<file path="config.mk">
export PLATFORM = sky130hd
export DESIGN_NAME = rx_chunk_deframer
export DESIGN_NICKNAME = d
export VERILOG_FILES = /design/src/rtl/rxd_pkg.sv /design/src/rtl/rxd_capture.sv /design/src/rtl/rxd_footer_decode.sv /design/src/rtl/rxd_emitter.sv /design/src/rtl/rx_chunk_deframer.sv
export SDC_FILE = /design/constraint.sdc
export NUM_CORES = 1
export LEC_CHECK = 0
export ABC_AREA = 1
export BUFFER_PORTS_ARGS = -buffer_cell sky130_fd_sc_hd__buf_2
export CAP_MARGIN = 40
export CORE_ASPECT_RATIO = 1.1
export CORE_MARGIN = 1.5
export CORE_UTILIZATION = 30
export DETAILED_ROUTE_END_ITERATION = 8
export GPL_TIMING_DRIVEN = 0
export PLACE_DENSITY = 0.44
export SYNTH_ARGS = -nofsm -noshare
export SYNTH_HDL_FRONTEND = slang
export SYNTH_SLANG_ARGS = --single-unit
</file>
<file path="constraint.sdc">
create_clock -name clk -period 2.6 [get_ports clk]
set_input_delay 0.13 -clock clk [delete_from_list [all_inputs] [get_ports clk]]
set_output_delay 0.13 -clock clk [all_outputs]
set_load 0.02 [all_outputs]
</file>
<file path="src/rtl/rxd_pkg.sv">
package rxd_pkg;
  localparam int OFS_W     = 6;
  localparam int RCA_W     = 5;
  localparam int FTR_BYTES = 4;

  typedef struct packed {
    logic             exst;
    logic             fdrop;
    logic             sync;
    logic             dv;
    logic             sv;
    logic [3:0]       swo;
    logic             ev;
    logic [OFS_W-1:0] ebo;
    logic [RCA_W-1:0] rca;
    logic             par_ok;
  } ftr_t;

  typedef struct packed {
    logic             a_en;
    logic [OFS_W-1:0] a_hi;
    logic             a_eof;
    logic             t_en;
    logic             b_en;
    logic [OFS_W-1:0] b_lo;
    logic [OFS_W-1:0] b_hi;
    logic             b_eof;
  } plan_t;

  typedef enum logic [1:0] {S_IDLE, S_A, S_T, S_B} em_st_e;

  // Split the footer word into fields; parity is odd over all 32 bits.
  function automatic ftr_t ftr_unpack(input logic [31:0] w);
    ftr_t f;
    f.exst   = w[31];
    f.fdrop  = w[30];
    f.sync   = w[29];
    f.dv     = w[21];
    f.sv     = w[20];
    f.swo    = w[19:16];
    f.ev     = w[14];
    f.ebo    = w[13:8];
    f.rca    = w[5:1];
    f.par_ok = ^w;
    return f;
  endfunction

  // Byte index of a frame start given a word offset.
  function automatic logic [OFS_W-1:0] start_byte(input logic [3:0] swo);
    return {swo, 2'b00};
  endfunction

  // Segment that follows the current one (idle = chunk just decoded).
  function automatic em_st_e next_seg(input plan_t p, input em_st_e cur);
    if (cur == S_IDLE && p.a_en)                       return S_A;
    else if ((cur == S_IDLE || cur == S_A) && p.t_en)  return S_T;
    else if (cur != S_B && p.b_en)                     return S_B;
    else                                               return S_IDLE;
  endfunction
endpackage

</file>
<file path="src/rtl/rxd_capture.sv">
module rxd_capture
  import rxd_pkg::*;
#(
  parameter int PAYLOAD_BYTES = 64
) (
  input  logic             clk,
  input  logic             rst_n,
  input  logic             acc_i,
  input  logic [7:0]       byte_i,
  input  logic [OFS_W-1:0] rd_idx_i,
  output logic [7:0]       rd_byte_o,
  output logic             ftr_done_o,
  output logic [31:0]      ftr_word_o
);
  localparam int CHUNK_BYTES = PAYLOAD_BYTES + FTR_BYTES;
  localparam int POS_W       = $clog2(CHUNK_BYTES);

  logic [POS_W-1:0] pos_q;
  logic [7:0]       buf_q [PAYLOAD_BYTES];
  logic [23:0]      ftr_sr_q;
  logic             in_payload;
  logic             last_byte;

  assign in_payload = pos_q < POS_W'(PAYLOAD_BYTES);
  assign last_byte  = pos_q == POS_W'(CHUNK_BYTES - 1);

  always_ff @(posedge clk) begin
    if (!rst_n)     pos_q <= '0;
    else if (acc_i) pos_q <= last_byte ? '0 : pos_q + 1'b1;
  end

  always_ff @(posedge clk) begin
    if (acc_i && in_payload) buf_q[pos_q[OFS_W-1:0]] <= byte_i;
  end

  always_ff @(posedge clk) begin
    if (!rst_n)                   ftr_sr_q <= '0;
    else if (acc_i && !in_payload) ftr_sr_q <= {ftr_sr_q[15:0], byte_i};
  end

  assign rd_byte_o  = buf_q[rd_idx_i];
  assign ftr_done_o = acc_i && last_byte;
  assign ftr_word_o = {ftr_sr_q, byte_i};


  pos_range_chk: assert property (@(posedge clk) disable iff (!rst_n)
    pos_q <= POS_W'(CHUNK_BYTES - 1))
    else $error("byte position past end of chunk");
endmodule

</file>
<file path="src/rtl/rxd_footer_decode.sv">
module rxd_footer_decode
  import rxd_pkg::*;
#(
  parameter int PAYLOAD_BYTES = 64
) (
  input  logic [31:0]      ftr_word_i,
  input  logic             open_i,
  input  logic             zero_align_i,
  output plan_t            plan_o,
  output logic             open_next_o,
  output logic             err_o,
  output logic             exst_o,
  output logic             upd_o,
  output logic [RCA_W-1:0] rca_o
);
  localparam logic [OFS_W-1:0] LAST_IDX = OFS_W'(PAYLOAD_BYTES - 1);

  ftr_t             f;
  logic             za_err;
  logic             drop;
  logic             closes;
  logic [OFS_W-1:0] st;

  assign f      = ftr_unpack(ftr_word_i);
  assign za_err = zero_align_i && f.dv && f.sv && (f.swo != '0);
  assign drop   = !f.par_ok || !f.sync || f.fdrop || za_err;
  assign st     = start_byte(f.swo);
  assign closes = open_i && f.ev && (!f.sv || (f.ebo < st));

  always_comb begin
    plan_o      = '0;
    open_next_o = 1'b0;
    if (drop) begin
      plan_o.t_en = open_i;
    end else if (!f.dv) begin
      open_next_o = open_i;
    end else begin
      plan_o.a_en  = open_i && (!f.sv || closes);
      plan_o.a_hi  = closes ? f.ebo : LAST_IDX;
      plan_o.a_eof = closes;
      plan_o.t_en  = open_i && f.sv && !closes;
      plan_o.b_en  = f.sv;
      plan_o.b_lo  = st;
      plan_o.b_eof = f.ev && (f.ebo >= st);
      plan_o.b_hi  = plan_o.b_eof ? f.ebo : LAST_IDX;
      open_next_o  = f.sv ? !plan_o.b_eof : (open_i && !closes);
    end
  end

  assign err_o  = !f.par_ok || f.fdrop || za_err;
  assign exst_o = f.par_ok && f.exst;
  assign upd_o  = f.par_ok;
  assign rca_o  = f.rca;
endmodule

</file>
<file path="src/rtl/rxd_emitter.sv">
module rxd_emitter
  import rxd_pkg::*;
(
  input  logic             clk,
  input  logic             rst_n,
  input  logic             go_i,
  input  plan_t            plan_i,
  input  logic             out_ready_i,
  output logic [OFS_W-1:0] idx_o,
  output logic             valid_o,
  output logic             sof_o,
  output logic             eof_o,
  output logic             term_o,
  output logic             idle_o
);
  em_st_e           st_q, st_d;
  logic [OFS_W-1:0] idx_q, idx_d;
  plan_t            plan_q, cur;
  logic             beat;
  logic             seg_done;
  logic             frm_open_q;

  assign beat = valid_o && out_ready_i;
  assign cur  = (st_q == S_IDLE) ? plan_i : plan_q;

  always_comb begin
    st_d     = st_q;
    idx_d    = idx_q;
    seg_done = 1'b0;
    case (st_q)
      S_IDLE:  seg_done = go_i;
      S_A:     seg_done = beat && (idx_q == plan_q.a_hi);
      S_T:     seg_done = beat;
      S_B:     seg_done = beat && (idx_q == plan_q.b_hi);
      default: seg_done = 1'b0;
    endcase
    if (seg_done) begin
      st_d  = next_seg(cur, st_q);
      idx_d = (st_d == S_B) ? cur.b_lo : '0;
    end else if (beat) begin
      idx_d = idx_q + 1'b1;
    end
  end

  always_ff @(posedge clk) begin
    if (!rst_n) begin
      st_q   <= S_IDLE;
      idx_q  <= '0;
      plan_q <= '0;
    end else begin
      st_q  <= st_d;
      idx_q <= idx_d;
      if (st_q == S_IDLE && go_i) plan_q <= plan_i;
    end
  end

  assign idx_o   = idx_q;
  assign valid_o = st_q != S_IDLE;
  assign idle_o  = st_q == S_IDLE;
  assign term_o  = st_q == S_T;
  assign sof_o   = (st_q == S_B) && (idx_q == plan_q.b_lo);
  assign eof_o   = ((st_q == S_A) && (idx_q == plan_q.a_hi) && plan_q.a_eof) ||
                   (st_q == S_T) ||
                   ((st_q == S_B) && (idx_q == plan_q.b_hi) && plan_q.b_eof);

  // Frame state as seen on the output stream, kept for the check below.
  always_ff @(posedge clk) begin
    if (!rst_n)             frm_open_q <= 1'b0;
    else if (beat && eof_o) frm_open_q <= 1'b0;
    else if (beat && sof_o) frm_open_q <= 1'b1;
  end


  no_nested_sof_chk: assert property (@(posedge clk) disable iff (!rst_n)
    (beat && sof_o) |-> !frm_open_q)
    else $error("frame start while previous frame still open");
endmodule

</file>
<file path="src/rtl/rx_chunk_deframer.sv">
module rx_chunk_deframer
  import rxd_pkg::*;
#(
  parameter int PAYLOAD_BYTES = 64
) (
  input  logic             clk,
  input  logic             rst_n,
  input  logic             zero_align_i,
  input  logic             in_valid_i,
  input  logic [7:0]       in_data_i,
  output logic             in_ready_o,
  input  logic             cnt_load_i,
  input  logic [RCA_W-1:0] cnt_load_val_i,
  output logic             out_valid_o,
  input  logic             out_ready_i,
  output logic [7:0]       out_data_o,
  output logic             out_sof_o,
  output logic             out_eof_o,
  output logic             out_err_o,
  output logic             rx_err_o,
  output logic             exst_o,
  output logic [RCA_W-1:0] pend_cnt_o
);
  logic             acc;
  logic             ftr_done;
  logic [31:0]      ftr_word;
  logic [OFS_W-1:0] rd_idx;
  logic [7:0]       rd_byte;
  plan_t            plan;
  logic             open_next, dec_err, dec_exst, dec_upd;
  logic [RCA_W-1:0] dec_rca;
  logic             open_q, rx_err_q, exst_q;
  logic [RCA_W-1:0] pend_q;
  logic             term;

  assign acc = in_valid_i && in_ready_o;

  rxd_capture #(.PAYLOAD_BYTES(PAYLOAD_BYTES)) u_cap (
    .clk(clk), .rst_n(rst_n), .acc_i(acc), .byte_i(in_data_i),
    .rd_idx_i(rd_idx), .rd_byte_o(rd_byte),
    .ftr_done_o(ftr_done), .ftr_word_o(ftr_word)
  );

  rxd_footer_decode #(.PAYLOAD_BYTES(PAYLOAD_BYTES)) u_dec (
    .ftr_word_i(ftr_word), .open_i(open_q), .zero_align_i(zero_align_i),
    .plan_o(plan), .open_next_o(open_next), .err_o(dec_err),
    .exst_o(dec_exst), .upd_o(dec_upd), .rca_o(dec_rca)
  );

  rxd_emitter u_emit (
    .clk(clk), .rst_n(rst_n), .go_i(ftr_done), .plan_i(plan),
    .out_ready_i(out_ready_i), .idx_o(rd_idx), .valid_o(out_valid_o),
    .sof_o(out_sof_o), .eof_o(out_eof_o), .term_o(term), .idle_o(in_ready_o)
  );

  always_ff @(posedge clk) begin
    if (!rst_n) begin
      open_q   <= 1'b0;
      rx_err_q <= 1'b0;
      exst_q   <= 1'b0;
      pend_q   <= '0;
    end else begin
      rx_err_q <= ftr_done && dec_err;
      exst_q   <= ftr_done && dec_exst;
      if (ftr_done) open_q <= open_next;
      if (ftr_done && dec_upd) pend_q <= dec_rca;
      if (cnt_load_i) pend_q <= cnt_load_val_i;
    end
  end

  assign out_data_o = term ? 8'h00 : rd_byte;
  assign out_err_o  = term;
  assign rx_err_o   = rx_err_q;
  assign exst_o     = exst_q;
  assign pend_cnt_o = pend_q;


  stall_hold_chk: assert property (@(posedge clk) disable iff (!rst_n)
    (out_valid_o && !out_ready_i) |=>
      (out_valid_o && $stable(out_data_o) && $stable(out_sof_o) && $stable(out_eof_o)))
    else $error("beat changed while stalled");


  pend_hold_chk: assert property (@(posedge clk) disable iff (!rst_n)
    (!cnt_load_i && !ftr_done) |=> $stable(pend_cnt_o))
    else $error("pending count moved without footer or load");


  par_err_flag_chk: assert property (@(posedge clk) disable iff (!rst_n)
    (ftr_done && !(^ftr_word)) |=> (rx_err_o && $stable(pend_cnt_o)))
    else $error("parity error not reported");


  exst_pulse_chk: assert property (@(posedge clk) disable iff (!rst_n)
    exst_o |=> !exst_o)
    else $error("status pulse longer than one cycle");
endmodule

</file>
# Word-level counts from Yosys, hierarchy flattened
# Memory sizes are Yosys's and may differ from the RTL's. A register that Yosys moved wholly into a read port is not among the register bits.
# Cells that the tools add are included.
dict set report totals {
  regBits 70
  ram_bits 512
  input_bits 19
  out_inout_bits 20
  word_cells 111
  n_memories 1
}
dict set report op_classes {
  n_addsub 2
  magnitude_cmp 3
  n_eq_ne 9
  muxes 26
  reduce_logical 54
}
# name words word_bits rd rd_ports_with_merged_regs wr line
set memory_table {}
lappend memory_table {u_cap.buf_q 64 8 1 1 1 rxd_capture.sv:19} ;# logic [7:0] buf_q [PAYLOAD_BYTES];
# operator count
set op_table {}
lappend op_table {{23-bit two-way mux} 2}
lappend op_table {{6-bit two-way mux} 7}
lappend op_table {{32-bit XOR reduction} 1}
lappend op_table {{1-bit logical AND} 30}
lappend op_table {{6-bit == test} 3}
lappend op_table {{8-bit two-way mux} 2}
lappend op_table {{14-bit two-way mux} 1}
lappend op_table {{1-bit logical OR} 10}
lappend op_table {{5-bit two-way mux} 2}
lappend op_table {{2-bit two-way mux} 4}
lappend op_table {{2-bit nonzero test} 4}
lappend op_table {{7-bit by 1-bit adder with 7-bit output (second input constant)} 1}
lappend op_table {{7-bit == test (second input constant)} 1}
lappend op_table {{7-bit < comparator (second input constant)} 1}
lappend op_table {{7-bit two-way mux} 1}
lappend op_table {{6-bit by 1-bit adder with 6-bit output (second input constant)} 1}
lappend op_table {{2-bit == test (second input constant)} 3}
lappend op_table {{6-bit >= comparator} 1}
lappend op_table {{1-bit zero test} 6}
lappend op_table {{6-bit < comparator} 1}
lappend op_table {{1-bit two-way mux} 6}
lappend op_table {{1-bit case mux with 4 select lines} 1}
lappend op_table {{4-bit nonzero test} 1}
lappend op_table {{2-bit by 1-bit == test with 1-bit output (second input constant)} 1}
lappend op_table {{other kinds (3)} 3}

# Logic depth before layout (Yosys ltp)
# Gate-level depths: netlist of run 1.
dict set report logic_depth {
  depth_word 18
  ltp_mapped 21
  ltp_nobuf 21
}

# By module
# A second synthesis of run 1 with hierarchy kept.
dict set report unflattened {
  hier_cells 2543
  area_unflattened_um2 25752.2
}
# module n_inst cells_each area_per_inst_um2 seq_area_each_um2
set modules_own_cells {}
lappend modules_own_cells {rxd_capture 1 1947 22248.8 15995.3}
lappend modules_own_cells {rxd_emitter 1 257 1710.4 600.6}
lappend modules_own_cells {rxd_footer_decode 1 261 1360.1 0.0}
lappend modules_own_cells {rx_chunk_deframer 1 78 432.9 160.2}

# Worst setup path after synthesis of run 1
# Ideal clock, no wire load.
dict set report synth_timing {
  path_kind {register -> register}
  start {reg u_emit.st_q[0]}
  end {mem u_cap.buf_q[63][0] (enable)}
  setup_ps 383
  arrival_ps 1817
  required_ps 2217
  slack_ps 400
  stages_incl_launch_ff 7
  n_path_buf 1
  period_less_slack_ps 2200
  path_cell_list {dfxtp_1 buf_2 nor2_4 nand2_1 nor2_1 nand3_2 nor3_1}
}
dict set report synth_between {
  elab_chain_cells 5
}
# item line
set synth_rtl {}
lappend synth_rtl {{start, declared} rxd_emitter.sv:16} ;# em_st_e st_q, st_d;
lappend synth_rtl {{start signal, assigned} rxd_emitter.sv:51} ;# st_q <= st_d;
lappend synth_rtl {{2-bit zero test} rxd_emitter.sv:59} ;# assign idle_o = st_q == S_IDLE;
lappend synth_rtl {{1-bit logical AND} rx_chunk_deframer.sv:36} ;# assign acc = in_valid_i && in_ready_o;
lappend synth_rtl {{1-bit logical AND} rxd_capture.sv:33} ;# if (acc_i && in_payload) buf_q[pos_q[OFS_W-1:0]] <= byte_i;
lappend synth_rtl {{1-bit two-way mux} rxd_capture.sv:33}
lappend synth_rtl {{1-bit two-way mux (not written as such)} rxd_capture.sv:33}
lappend synth_rtl {{end, declared} rxd_capture.sv:19}
# No other way between the ends.

==> impl_metrics.env, run 1 <==
export IMPL_tightest_slew_ns=0.971
export IMPL_die_area_um2=82800
export IMPL_die_w_um=274
export IMPL_grt_use_total=0.237
export IMPL_fillers=7589
export IMPL_violations="negative setup slack"
export IMPL_cp_end_kind="output port"
export IMPL_clk_pin_slew_ns=0.06
export IMPL_route_detailed_drc=0
export IMPL_rows=109
export IMPL_synth_seq_area_share=0.693
export IMPL_drtIter0Drc=2261
export IMPL_fmax_mhz=312
export IMPL_peakVddDrop_uv=409
export IMPL_drv_cap=0
export IMPL_antenna_found_initial=7
export IMPL_initial_core_util=0.303
export IMPL_status="finished, violations left"
export IMPL_cts_htree_levels=3
export IMPL_synth_cells=2099
export IMPL_synth_async_sr_flop_share=0
export IMPL_first_pass_iters=6
export IMPL_drive_gt1_frac=0.269
export IMPL_root_buffer="clkbuf_16"
export IMPL_numCtsBuffers=68
export IMPL_drv_slew=0
export IMPL_syn_cell_area_um2=24300
export IMPL_worstPathRequired_ns=2.47
export IMPL_slew_headroom=0.352
export IMPL_crit_arrival_ns=3.07
export IMPL_skew_ns=0.0272
export IMPL_ys_seq_elements=585
export IMPL_vias=18900
export IMPL_grt_pass1_wl_mm=137
export IMPL_boundaryPins=39
export IMPL_synth_nets=2129
export IMPL_finalCritPeriodShare=1.23
export IMPL_area_delta_synth_final_pct=30.8
export IMPL_rsz0062_at_grt="true"
export IMPL_die_h_um=302
export IMPL_placed_area_um2=26800
export IMPL_fin_nets=2394
export IMPL_multi_input_area_um2=7810
export IMPL_seq_area_um2=16900
export IMPL_wl_per_cell_um=28.4
export IMPL_final_cell_area_um2=31800
export IMPL_cts_sinks=585
export IMPL_layout_commonest_cell="edfxtp_1"
export IMPL_hpwl_mm=67.9
export IMPL_ys_warn_count=0
export IMPL_first_global_vias=18400
export IMPL_r2r_slack_ns=0.09
export IMPL_avgSynthCellArea_um2=11.6
export IMPL_gp_congestion=0.967
export IMPL_powerDensity_nw_per_um2=632
export IMPL_synth_top_flop_cell="edfxtp_1"
export IMPL_path_class="reg2out"
export IMPL_setup_ws_ns=-0.601
export IMPL_cts_buffer_depth=3
export IMPL_grt_max_degree=70
export IMPL_drt_total_wl_mm=98.4
export IMPL_hold_viol=0
export IMPL_synth_edf_count=512
export IMPL_core_um2=80300
export IMPL_drtAntennaViolNets=0
export IMPL_ys_types=44
export IMPL_vias_per_cell=5.45
export IMPL_grt_ovfl_total=0
export IMPL_post_place_ws_ns=-1.14
export IMPL_cp_max_fo=6
export IMPL_p_leak_nw=11.0
export IMPL_min_period_ns=3.20
export IMPL_setup_violations=8
export IMPL_cts_tree="yes"
export IMPL_layout_common_cells="edfxtp_1 (512), nor2_1 (348), o21ai_0 (281), nand2_1 (158), inv_1 (92)"
export IMPL_worstSetupStartpointType="register"
export IMPL_power_total_mw=20.1
export IMPL_hold_path_class="in2reg"
export IMPL_clk_latency_ns=0.61
export IMPL_port_buffers=38
through the flow:
stage	hold WS (ns)	TNS, ns	utilization	instances
after global routing	0.0901	-4.85	0.396	3470
after CTS	0.0435	-3.87	0.392	3459
final	0.0621	-4.44	0.396	3470
after global placement	0.411	-254.48	0.321	3191
after detailed placement	0.415	-97.23	0.333	3284
after floorplan	0.229	0	-	2099
kinds of logic after synthesis:
| kind of cell | share of synthesized area |
|---|---|
| compound gates | 0.136 |
| xor+xnor | 0.00468 |
| fa+ha+maj | 0.00566 |
| buf+inv | 0.0374 |
| flops | 0.693 |
| simple gates | 0.124 |
area by class of cell:
class / count / share of cell area
buffer: 126 / 0.0411
clock buffer: 86 / 0.0583
multi-input combinational: 1283 / 0.246
inverter: 105 / 0.0127
clock inverter: 35 / 0.00874
tap: 1054 / 0.0415
timing repair buffer: 195 / 0.0616
sequential: 585 / 0.530
antenna: 1 / 0.0000787
worst paths after layout:
kind,startpoint,end,cells past startpoint
worst max register to register,u_emit.st_q[0],u_cap.buf_q[36][6],7
worst min register to register,u_cap.ftr_sr_q[16],u_cap.ftr_sr_q[16],2
worst max-delay path,register,out_data_o[3],13
worst min-delay path,in_data_i[1],u_cap.buf_q[20][1],1
power breakdown:
part | total [mW] | switching, mW | internal [mW]
Clock | 9.33 | 3.89 | 5.44
Combinational | 0.530 | 0.385 | 0.145
Sequential | 10.2 | 0.0142 | 10.2
Total | 20.1 | 4.29 | 15.8
flip-flops by register name, indices dropped and copies added, names as in the netlist, named ones only:
name,count
exst_o,1
u_emit.plan_q,20
u_cap.ftr_sr_q,24
pend_cnt_o,5
u_emit.st_q,2
rx_err_o,1
u_emit.idx_o,6
u_cap.pos_q,7
open_q,1
u_cap.buf_q,512
cells in the mapped netlist (7+ instances only):
| cell type | n | area, µm² |
|---|---|---|
| dfxtp_1 | 73 | 1460 |
| clkbuf_1 | 107 | 402 |
| nor2_1 | 401 | 1510 |
| o22ai_1 | 35 | 219 |
| a21oi_2 | 7 | 61.3 |
| nand3_1 | 106 | 531 |
| nand2_2 | 9 | 56.3 |
| nand4_1 | 7 | 43.8 |
| nand2_1 | 166 | 623 |
| o21ai_0 | 306 | 1530 |
| nor3_1 | 16 | 80.1 |
| buf_2 | 14 | 70.1 |
| xor2_1 | 9 | 78.8 |
| o211ai_1 | 9 | 67.6 |
| inv_1 | 96 | 360 |
| o311ai_0 | 8 | 70.1 |
| edfxtp_1 | 512 | 15400 |
| a21oi_1 | 41 | 205 |
| a31oi_1 | 7 | 43.8 |
| o221ai_1 | 98 | 858 |
| ha_1 | 11 | 138 |
critical path: stages (launching register included):
cell	delay [ns]
dfxtp_4	0.37
buf_8	0.14
clkinvlp_4	0.13
buf_12	0.13
buf_12	0.13
clkbuf_16	0.15
buf_12	0.11
nor2_4	0.03
o221ai_4	0.28
nand3_2	0.15
o211ai_1	0.19
nand3_2	0.17
a21oi_4	0.29
buf_6	0.16
layer usage:
layer  GRT usage  share of wire  vias to the layer above
met5           0              0                        -
met4       0.109          0.045                        0
met3      0.0393          0.086                      197
met2       0.385           0.47                      921
met1       0.310           0.40                     9559
li1            -              -                     8219
repair_timing:
item,4_1_cts,5_1_grt
endpoints found under the setup margin,412,248
setup buffers,34,11
resized for setup,525,52
gates cloned,6,0
pin swaps,99,40
hold buffers,14,0
hold endpoints to repair,10,0
(Power assumes the default switching activity.)
==> inputs of run 2 (changes only) <==
- CORE_UTILIZATION: 30 -> 55
- MAX_ROUTING_LAYER: not set -> met4
- PLACE_DENSITY: 0.44 -> 0.71
==> run 2 against run 1 <==
The flow still finishes with violations (negative setup slack). Flip-flop and latch count unchanged. Non-clock buffer count decreased by 34. Fmax about the same. Clock skew down 0.018 ns. Global-route usage increased by 17 points. Setup slack lost 0.00069 ns. Clock power decreased by 3.9%. Register-to-register slack got worse by 0.03 ns. Combinational power down 4%. Routed wire length down 8.4%. Power decreased by 1.9%. Largest power group unchanged.
==> impl_metrics.env, run 2 (same netlist as run 1, synthesis figures left out) <==
export IMPL_status="finished, violations left"
export IMPL_violations="negative setup slack"
export IMPL_clk_pin_slew_ns=0.06
export IMPL_fmax_mhz=312
export IMPL_worstSetupStartpointType="register"
export IMPL_largest_reg_flops=512
export IMPL_boundaryPins=39
export IMPL_tightest_slew_ns=0.956
export IMPL_drv_slew=0
export IMPL_first_pass_iters=8
export IMPL_hpwl_mm=62.1
export IMPL_powerDensity_nw_per_um2=652
export IMPL_worstPathRequired_ns=2.47
export IMPL_die_w_um=203
export IMPL_grt_max_degree=48
export IMPL_skew_ns=0.00874
export IMPL_drtAntennaViolNets=0
export IMPL_vias_per_cell=6.56
export IMPL_cts_sinks=585
export IMPL_cts_buffer_depth=3
export IMPL_drive_gt1_frac=0.243
export IMPL_crit_arrival_ns=3.07
export IMPL_route_detailed_drc=0
export IMPL_fin_nets=2350
export IMPL_setup_ws_ns=-0.602
export IMPL_post_place_ws_ns=-0.957
export IMPL_grt_ovfl_total=0
export IMPL_hold_path_class="in2reg"
export IMPL_die_h_um=223
export IMPL_initial_core_util=0.558
export IMPL_finalCritPeriodShare=1.23
export IMPL_p_leak_nw=10.6
export IMPL_wl_per_cell_um=30.6
export IMPL_drt_total_wl_mm=90.1
export IMPL_port_buffers=38
export IMPL_setup_violations=8
export IMPL_antenna_cells=0
export IMPL_root_buffer="clkbuf_16"
export IMPL_antenna_found_initial=0
export IMPL_multi_input_area_um2=7580
export IMPL_peakVddDrop_uv=505
export IMPL_fillers=3136
export IMPL_drtIter0Drc=2639
export IMPL_first_global_vias=18000
export IMPL_grt_use_total=0.405
export IMPL_cts_htree_levels=2
export IMPL_rows=80
export IMPL_min_period_ns=3.20
export IMPL_grt_pass1_wl_mm=125
export IMPL_cp_max_fo=7
export IMPL_hold_viol=0
export IMPL_vias=19300
export IMPL_r2r_slack_ns=0.06
export IMPL_power_total_mw=19.7
export IMPL_cp_end_kind="output port"
export IMPL_worstHoldStart="in_data_i[4]"
export IMPL_slew_headroom=0.363
export IMPL_r2r_end="u_cap.buf_q[22][5]"
export IMPL_cts_tree="yes"
export IMPL_path_class="reg2out"
export IMPL_reg2reg_from="u_cap.pos_q[4]"
export IMPL_core_um2=43500
export IMPL_numCtsBuffers=58
export IMPL_layout_commonest_cell="edfxtp_1"
export IMPL_layout_common_cells="edfxtp_1 (512), nor2_1 (358), o21ai_0 (290), nand2_1 (157), inv_1 (92)"
export IMPL_seq_area_um2=16900
export IMPL_drv_cap=0
export IMPL_area_delta_synth_final_pct=24.5
export IMPL_r2r_cells=5
export IMPL_die_area_um2=45500
export IMPL_rsz0062_at_grt="true"
export IMPL_whs_endpoint="u_cap.buf_q[15][4]"
export IMPL_gp_congestion=1.01
export IMPL_whs_path_depth=1
export IMPL_clk_latency_ns=0.62
## run 2: cell types whose count changed in the layout (fill, tap and decap cells not counted), sizes merged, moves of 6 or more
cell,before,now
buf,195,186
bufinv,4,10
clkbuf,198,159
clkinv,27,19
## run 2: worst max-delay path by stage
stage / from / to / slack, ns
2_1_floorplan: u_emit.st_q[0] / u_cap.buf_q[63][0] / 0.40
3_3_place_gp: register / out_data_o[3] / -1.03
3_5_place_dp: register / out_data_o[3] / -0.96
4_1_cts: register / out_data_o[6] / -0.55
5_1_grt: register / out_data_o[2] / -0.64
6_report: register / out_data_o[2] / -0.60
## run 2: critical path, cell delays in order (launching register included)
cell and delay, ns:
dfxtp_4 0.38, buf_12 0.15, clkinvlp_4 0.11, buf_6 0.14, buf_8 0.15, buf_8 0.11, buf_12 0.12, buf_4 0.15
nor2_1 0.07, o221ai_2 0.30, nand3_1 0.17, nand3_2 0.11, nand3_2 0.10, a21oi_2 0.20, buf_4 0.17
## run 2: where the power goes
group,total (mW),internal (mW),switching [mW]
clock,8.97,5.30,3.68
sequential,10.2,10.2,0.0154
combinational,0.511,0.143,0.368
total,19.7,15.7,4.06
## run 2: layout make-up
class                   instances  share of cell area
clock buffers                  74              0.0523
inverters                     105              0.0133
plain buffers                 124              0.0351
repair buffers                163              0.0532
flip-flops and latches        585               0.557
well taps                     574              0.0237
multi-input cells            1283               0.251
clock inverters                33              0.0144
## run 2: what timing repair did
action                                  CTS  global route
endpoints found under the setup margin  272           207
hold buffers                             14             1
setup buffers                            12            21
resized for setup                       319           192
gates cloned                              2             2
pin swaps                                49            82
hold endpoints to repair                 28             5
## run 2: stage by stage
step	utilization	instances	setup TNS, ns	instance area (µm²)	hold slack [ns]
after floorplan	-	2099	0	24300	0.229
after global placement	0.579	2711	-128.41	25200	0.410
after detailed placement	0.597	2784	-53.73	26000	0.428
after CTS	0.675	2919	-4.33	29400	0.0101
after global routing	0.695	2941	-4.55	30300	0.0353
final	0.695	2941	-4.37	30300	0.0141
## run 2: routing by layer
| layer | track usage | routed length, µm | up-vias | share of wire |
|---|---|---|---|---|
| li1 | - | - | 8131 | - |
| met1 | 0.483 | 30500 | 9392 | 0.34 |
| met2 | 0.633 | 42600 | 1436 | 0.47 |
| met3 | 0.0793 | 10300 | 325 | 0.11 |
| met4 | 0.256 | 6690 | 0 | 0.074 |
| met5 | - | 0 | - | 0 |
